**src/rtl/pmode_pkg.sv**
```systemverilog
package pmode_pkg;

    localparam int DATA_W = 8;

    // bit positions decoded by neighbouring logic
    localparam int SRST_BIT  = 3;
    localparam int FBLK_BIT  = 0;
    localparam int WDT_BIT   = 2;
    localparam int WAIT_BIT  = 7;
    localparam int FIXED_BIT = 3;

    localparam logic [DATA_W-1:0] REG0_RST = 8'h00;

    typedef struct packed {
        logic wait_on;
        logic wdt_reset;
        logic flash_blk;
    } mode1_t;

    localparam mode1_t MODE1_RST = '{wait_on: 1'b0, wdt_reset: 1'b0, flash_blk: 1'b0};

    function automatic logic [DATA_W-1:0] mode1_pack(input mode1_t m);
        logic [DATA_W-1:0] v;
        v            = '0;
        v[FIXED_BIT] = 1'b1;
        v[FBLK_BIT]  = m.flash_blk;
        v[WDT_BIT]   = m.wdt_reset;
        v[WAIT_BIT]  = m.wait_on;
        return v;
    endfunction

endpackage

```
**src/rtl/pmode_softrst.sv**
```systemverilog
module pmode_softrst (
    input  logic clk,
    input  logic rst,
    input  logic wr_hit,
    input  logic cmd_bit,
    output logic pulse
);
    always_ff @(posedge clk) begin
        if (rst) pulse <= 1'b0;
        else     pulse <= wr_hit & cmd_bit;
    end
endmodule

```
**src/rtl/pmode_mode1.sv**
```systemverilog
module pmode_mode1
    import pmode_pkg::*;
(
    input  logic   clk,
    input  logic   rst,
    input  logic   wr_hit,
    input  mode1_t wr_val,
    input  logic   force_blk,
    output mode1_t state
);
    mode1_t q;

    always_ff @(posedge clk) begin
        if (rst) begin
            q <= MODE1_RST;
        end else begin
            if (force_blk)   q.flash_blk <= 1'b1;
            else if (wr_hit) q.flash_blk <= wr_val.flash_blk;
            if (wr_hit) begin
                q.wait_on   <= wr_val.wait_on;
                q.wdt_reset <= q.wdt_reset | wr_val.wdt_reset;
            end
        end
    end

    always_comb begin
        state           = q;
        state.flash_blk = q.flash_blk | force_blk;
    end
endmodule

```
**src/rtl/pmode_waitgen.sv**
```systemverilog
module pmode_waitgen (
    input  logic clk,
    input  logic rst,
    input  logic wait_on,
    input  logic mem_start,
    input  logic mem_internal,
    output logic mem_ready
);
    logic stall_q;

    always_ff @(posedge clk) begin
        if (rst) stall_q <= 1'b0;
        else     stall_q <= mem_start & mem_internal & wait_on;
    end

    assign mem_ready = ~stall_q;
endmodule

```
**src/rtl/pmode_regs.sv**
```systemverilog
module pmode_regs
    import pmode_pkg::*;
#(
    parameter int ADDR_W = 8,
    parameter logic [ADDR_W-1:0] REG0_ADDR = 'h04,
    parameter logic [ADDR_W-1:0] REG1_ADDR = 'h05
) (
    input  logic              clk,
    input  logic              rst,
    input  logic [ADDR_W-1:0] bus_addr,
    input  logic [7:0]        bus_wdata,
    input  logic              bus_wr,
    input  logic              bus_rd,
    output logic [7:0]        bus_rdata,
    input  logic              wr_unlock,
    input  logic              flash_rewrite,
    input  logic              mem_start,
    input  logic              mem_internal,
    output logic              soft_rst_req,
    output logic              flash_blk_en,
    output logic              wdt_rst_sel,
    output logic              wait_en,
    output logic              mem_ready
);
    logic   hit0, hit1, wr_ok;
    mode1_t wr_val, m1;
    logic   wdata_unused;

    assign hit0  = (bus_addr == REG0_ADDR);
    assign hit1  = (bus_addr == REG1_ADDR);
    assign wr_ok = bus_wr & wr_unlock;

    assign wr_val.flash_blk = bus_wdata[FBLK_BIT];
    assign wr_val.wdt_reset = bus_wdata[WDT_BIT];
    assign wr_val.wait_on   = bus_wdata[WAIT_BIT];
    assign wdata_unused     = ^{bus_wdata[6:4], bus_wdata[1]};

    pmode_softrst u_srst (
        .clk     (clk),
        .rst     (rst),
        .wr_hit  (wr_ok & hit0),
        .cmd_bit (bus_wdata[SRST_BIT]),
        .pulse   (soft_rst_req)
    );

    pmode_mode1 u_mode1 (
        .clk       (clk),
        .rst       (rst),
        .wr_hit    (wr_ok & hit1),
        .wr_val    (wr_val),
        .force_blk (flash_rewrite),
        .state     (m1)
    );

    pmode_waitgen u_wait (
        .clk          (clk),
        .rst          (rst),
        .wait_on      (m1.wait_on),
        .mem_start    (mem_start),
        .mem_internal (mem_internal),
        .mem_ready    (mem_ready)
    );

    assign flash_blk_en = m1.flash_blk;
    assign wdt_rst_sel  = m1.wdt_reset;
    assign wait_en      = m1.wait_on;

    always_comb begin
        bus_rdata = '0;
        if (bus_rd) begin
            if (hit0)      bus_rdata = REG0_RST;
            else if (hit1) bus_rdata = mode1_pack(m1);
        end
    end
endmodule

```
**config.mk**
```make
export PLATFORM = sky130hd
export DESIGN_NAME = pmode_regs
export DESIGN_NICKNAME = d
export VERILOG_FILES = /design/src/rtl/pmode_pkg.sv /design/src/rtl/pmode_softrst.sv /design/src/rtl/pmode_mode1.sv /design/src/rtl/pmode_waitgen.sv /design/src/rtl/pmode_regs.sv
export SDC_FILE = /design/constraint.sdc
export NUM_CORES = 1
export LEC_CHECK = 0
export ABC_AREA = 1
export BUFFER_PORTS_ARGS = -buffer_cell sky130_fd_sc_hd__buf_2
export CORE_AREA = 8 8 45 47
export DETAILED_ROUTE_END_ITERATION = 8
export DIE_AREA = 0 0 53 55
export GPL_TIMING_DRIVEN = 0
export SLEW_MARGIN = 20
export SYNTH_ARGS = -nofsm -noshare
export SYNTH_HDL_FRONTEND = slang
export SYNTH_SLANG_ARGS = --single-unit
```
**constraint.sdc**
```tcl
create_clock -name clk -period 0.9 [get_ports clk]
set_clock_uncertainty 0.05 [all_clocks]
set_input_delay 0.09 -clock clk [delete_from_list [all_inputs] [get_ports clk]]
set_output_delay 0.09 -clock clk [all_outputs]
set_load 0.02 [all_outputs]
```
=== After elaboration in Yosys (flattened, before gate mapping) ===
Cells that the tools add are included.

* Bits in registers: 5
* Output and inout bits: 13

* Equal/unequal tests: 2
* Multiplexer cells: 5
* Bitwise operators: 9
* Reductions and logical operators: 1

{| class="wikitable"
|+ Operator list
! kind !! count
|-
| 8-bit two-way mux || 3
|-
| 8-bit by 3-bit == test with 1-bit output, second input constant || 2
|-
| 1-bit AND || 6
|-
| 1-bit two-way mux || 2
|-
| 1-bit bitwise OR || 2
|-
| 2-bit nonzero test || 1
|-
| 1-bit inverter || 1
|}

=== Longest topological paths before layout ===
* Word-level depth: 4
* Depth in mapped cells: 7

=== By module ===
From an unflattened synthesis, not the netlist that was laid out.

* Cell total of the unflattened synthesis: 61
* Area total of the unflattened synthesis: 375.4 sq um

{| class="wikitable"
|+ By module, submodules not included
! module !! instances !! cells an instance !! area an instance (sq um) !! seq. area each (sq um)
|-
| pmode_regs || 1 || 33 || 170.2 || 0.0
|-
| pmode_mode1 || 1 || 19 || 133.9 || 60.1
|-
| pmode_waitgen || 1 || 6 || 41.3 || 20.0
|-
| pmode_softrst || 1 || 3 || 30.0 || 20.0
|}

=== Worst setup path after synthesis ===
No wires, ideal clock.

* Path kind: flip-flop to output port
* Start point: reg u_mode1.state[2] (netlist name)
* End point: out bus_rdata[7]
* Arrival time: 0.821 ns
* Data required time: 0.760 ns
* Path slack: -0.061 ns
* Stages on the path, launching flop included: 3
* Path through: dfxtp_1 > inv_1 > nor2_1

* Longest elaborated chain between the ends: 3

{| class="wikitable"
|+ RTL lines
! what !! line !! source
|-
| 8-bit two-way mux || pmode_regs.sv:72 || <nowiki>else if (hit1) bus_rdata = mode1_pack(m1);</nowiki>
|-
| 8-bit two-way mux || pmode_regs.sv:71 || <nowiki>if (hit0) bus_rdata = REG0_RST;</nowiki>
|-
| 8-bit two-way mux || pmode_regs.sv:70 || <nowiki>if (bus_rd) begin</nowiki>
|-
| to (decl) || pmode_regs.sv:14 || <nowiki>output logic [7:0] bus_rdata,</nowiki>
|}

Every way passes these cells.

=== Worst setup path after layout ===
* Start point: reg u_mode1.q[0] (netlist name)
* End point: out bus_rdata[0]

* Longest elaborated chain between the ends: 4

{| class="wikitable"
|+ RTL lines
! what !! line !! source
|-
| from (decl) || pmode_mode1.sv:11 || <nowiki>mode1_t q;</nowiki>
|-
| 1-bit bitwise OR || pmode_mode1.sv:28 || <nowiki>state.flash_blk = q.flash_blk | force_blk;</nowiki>
|-
| 8-bit two-way mux || pmode_regs.sv:72 ||
|-
| 8-bit two-way mux || pmode_regs.sv:71 ||
|-
| 8-bit two-way mux || pmode_regs.sv:70 ||
|}

Every way passes these cells.

==> impl_metrics.py <==
metrics = {
    "timing": {
        "setup_ws_ps": -103.4,
        "post-route-min-period_ps": 1003,
        "rsz0062_at_grt": "yes",
        "slew_viol_final": 0,
        "fin_crit_sh_pct": 111.5,
        "setup_violations": 5,
        "hold_violations": 0,
        "fmax_mhz": 996.6,
        "tns_ps": -297.0,
    },
    "setup_path": {
        "crit_chain": "inv_2, a21oi_2, buf_6",
        "rr_endpoint": "u_mode1.state[2]",
        "worstPathArrival_ps": 860,
        "crit_family": "flip-flops",
        "required_ps": 760,
        "crit_type": "register to output pin",
        "critPathSlowestCell": "dfxtp_2",
        "cpPeakStageDelay_ps": 330,
        "r2r_start": "u_mode1.state[2]",
        "crit_path_end_kind": "output pin",
        "crit_path_start_kind": "register",
        "r2r_slack_ps": 130,
        "cp_max_fo": 2,
        "path_buf_inv": 2,
        "worstRegToRegCells": 5,
    },
    "power_and_ir_drop": {
        "ir_worst_vdd_v": 0.0004116,
        "pwr-share-comb_pct": 23.0,
        "internal-power_mw": 0.4645,
        "power_mw": 0.6364,
        "clock_power_share_pct": 41.1,
        "p_seq_share_pct": 35.8,
        "netSwitchingFraction_pct": 27.01,
        "p_leak_nw": 0.3574,
        "powerDensity_nw_per_um2": 948.9,
        "switching_power_mw": 0.1719,
    },
    "cells_and_area": {
        "diodes": 0,
        "nNetsFinal": 118,
        "layout-drive-gt1-share_pct": 69.89,
        "finalInstanceArea_sq_um": 670.6,
        "area_growth_pct": 91.43,
        "fin_util_pct": 48.46,
    },
    "synthesis": {
        "ys_ff_latch": 5,
        "postSynthCellCount": 53,
        "seq_area_frac_synth_pct": 28.57,
        "syn_area_per_cell_sq_um": 6.610,
        "synth_cell_types": 17,
        "netlist_area_sq_um": 350.3,
        "synth-warning-count": 0,
    },
    "status": {
        "violations": "negative setup slack",
        "outcome": "finished with violations",
    },
    "grt": {
        "grt_pass1_wl_microns": 1587,
        "antenna_found_initial": 0,
        "grt_pass1_vias": 405,
        "overflow": 0,
        "grt_max_degree": 5,
        "grt_usage_pct": 7.432,
    },
    "place": {
        "io_buffers": 28,
        "gp_congestion": 0.6928,
        "placed_area_sq_um": 528.0,
        "post-dp-hpwl_microns": 885.7,
    },
    "cts": {
        "cts-root-buf": "clkbuf_4",
        "clkTransAtPathRegs_ps": 40,
        "cts.sinks": 5,
        "cts_htree_levels": 1,
        "clk_latency_ps": 240,
        "cts_made_buffers": 3,
        "cts_buffer_depth": 2,
        "cts_tree": "done",
    },
    "floorplanning": {
        "dieArea_sq_um": 2915,
        "die_w_microns": 53,
        "io_pins": 37,
        "rows": 14,
        "start_util_pct": 25.32,
        "core_area_sq_um": 1384,
        "die_height_microns": 55,
    },
    "routing": {
        "drt-initial-drc-count": 4,
        "wl_met2_microns": 537,
        "drc_errors": 0,
        "post_drt_wl_per_cell_microns": 10.08,
        "viasPerCell": 3.945,
        "wl_met1_microns": 411,
        "wl_microns": 1099,
        "ant_nets": 0,
        "vias": 430,
        "dr.max_layer_used": "met3",
        "wl_met3_microns": 150,
        "drt_pass1_iterations": 2,
    },
    "min_path": {
        "whs_path_depth": 2,
        "hold_end": "u_mode1.q[0]",
        "holdCritPathClass": "input pin to register",
        "hp-start": "rst",
    },
    "run": {
        "drv_cap": 0,
    },
}
-- flip-flops by register name, indices dropped and copies added, names as in the netlist --
signal,flops
u_mode1.q,1
u_mode1.state,2
u_srst.pulse,1
u_wait.stall_q,1
-- cells by family after synthesis --
group,Yosys count,share of synthesized area (%)
AND/OR/NAND/NOR,26,41.43
buffers and inverters,18,23.57
flip-flops,5,28.57
AO/OA/AOI/OAI,3,5.358
other,1,1.070
-- layout make-up --
cell class	count	area (sq um)
sequential	5	103.9
inverter	14	52.55
timing repair buffer	33	230.2
multi-input combinational	33	207.7
clock buffer	4	26.28
buffer	4	30.03
fill	140	713.2
tap	16	20.02
-- metrics by stage --
stage	cells	worst slack, ps	hold WS [ps]
after global placement	100	-206.4	258.4
after CTS	108	-125.7	3.884
after global routing	109	-178.4	7.081
final	109	-103.4	11.15
after floorplan	56	-61.02	102.4
after detailed placement	100	-250.3	269.9
-- cell usage in the layout (no fill, tap or decap), types with 4 or more instances in the layout --
| cell type | n |
|---|---|
| nand2_1 | 6 |
| buf_4 | 10 |
| inv_2 | 8 |
| inv_1 | 6 |
| conb_1 | 4 |
| buf_2 | 19 |
| buf_6 | 8 |
| nand2_2 | 4 |
-- power by group through the flow --
stage / Clock [mW] / Combinational [mW] / Sequential [mW]
after CTS: 0.275 / 0.139 / 0.228
after detailed placement: 0 / 0.125 / 0.231
after floorplan: 0 / 0.0735 / 0.231
final: 0.262 / 0.146 / 0.228
after global routing: 0.301 / 0.160 / 0.228
after global placement: 0 / 0.122 / 0.231
-- synth_stat cells --
cell	instances	share of area (%)
nand2_2	1	1.8
or2_2	1	1.8
conb_1	1	1.1
nand2_1	9	9.6
a21oi_1	2	2.9
nor2_4	2	6.4
nand3_1	4	5.7
nor2_1	5	5.4
inv_2	1	1.1
nand4_1	1	1.8
nand3_2	1	2.9
buf_4	4	8.6
dfxtp_1	5	29
or2_0	1	1.8
a21oi_2	1	2.5
nor4b_2	1	4.3
inv_1	13	14
-- worst max-delay path by stage --
stage,startpoint,to,slack (ps),cells after the start
CTS,u_mode1.q[0],bus_rdata[0],-130,3
finish,u_mode1.q[0],bus_rdata[0],-100,3
global placement,bus_addr[6],bus_rdata[0],-210,7
global route,u_mode1.q[0],bus_rdata[0],-180,3
floorplan,u_mode1.state[2],bus_rdata[7],-60,2
detailed placement,bus_addr[7],bus_rdata[0],-250,7
-- per-layer routing --
metal / global-route usage [%] / up-vias
met5: 0 / -
met4: 3.879 / 0
met3: 4.813 / 0
met2: 12.11 / 19
met1: 7.143 / 180
li1: - / 231
-- timing repair --
action	4_1_cts	5_1_grt
pin swaps	5	4
setup buffers	4	1
resized for setup	20	12
endpoints found under the setup margin	5	8
hold buffers	0	0
(Power assumes the default switching activity.)
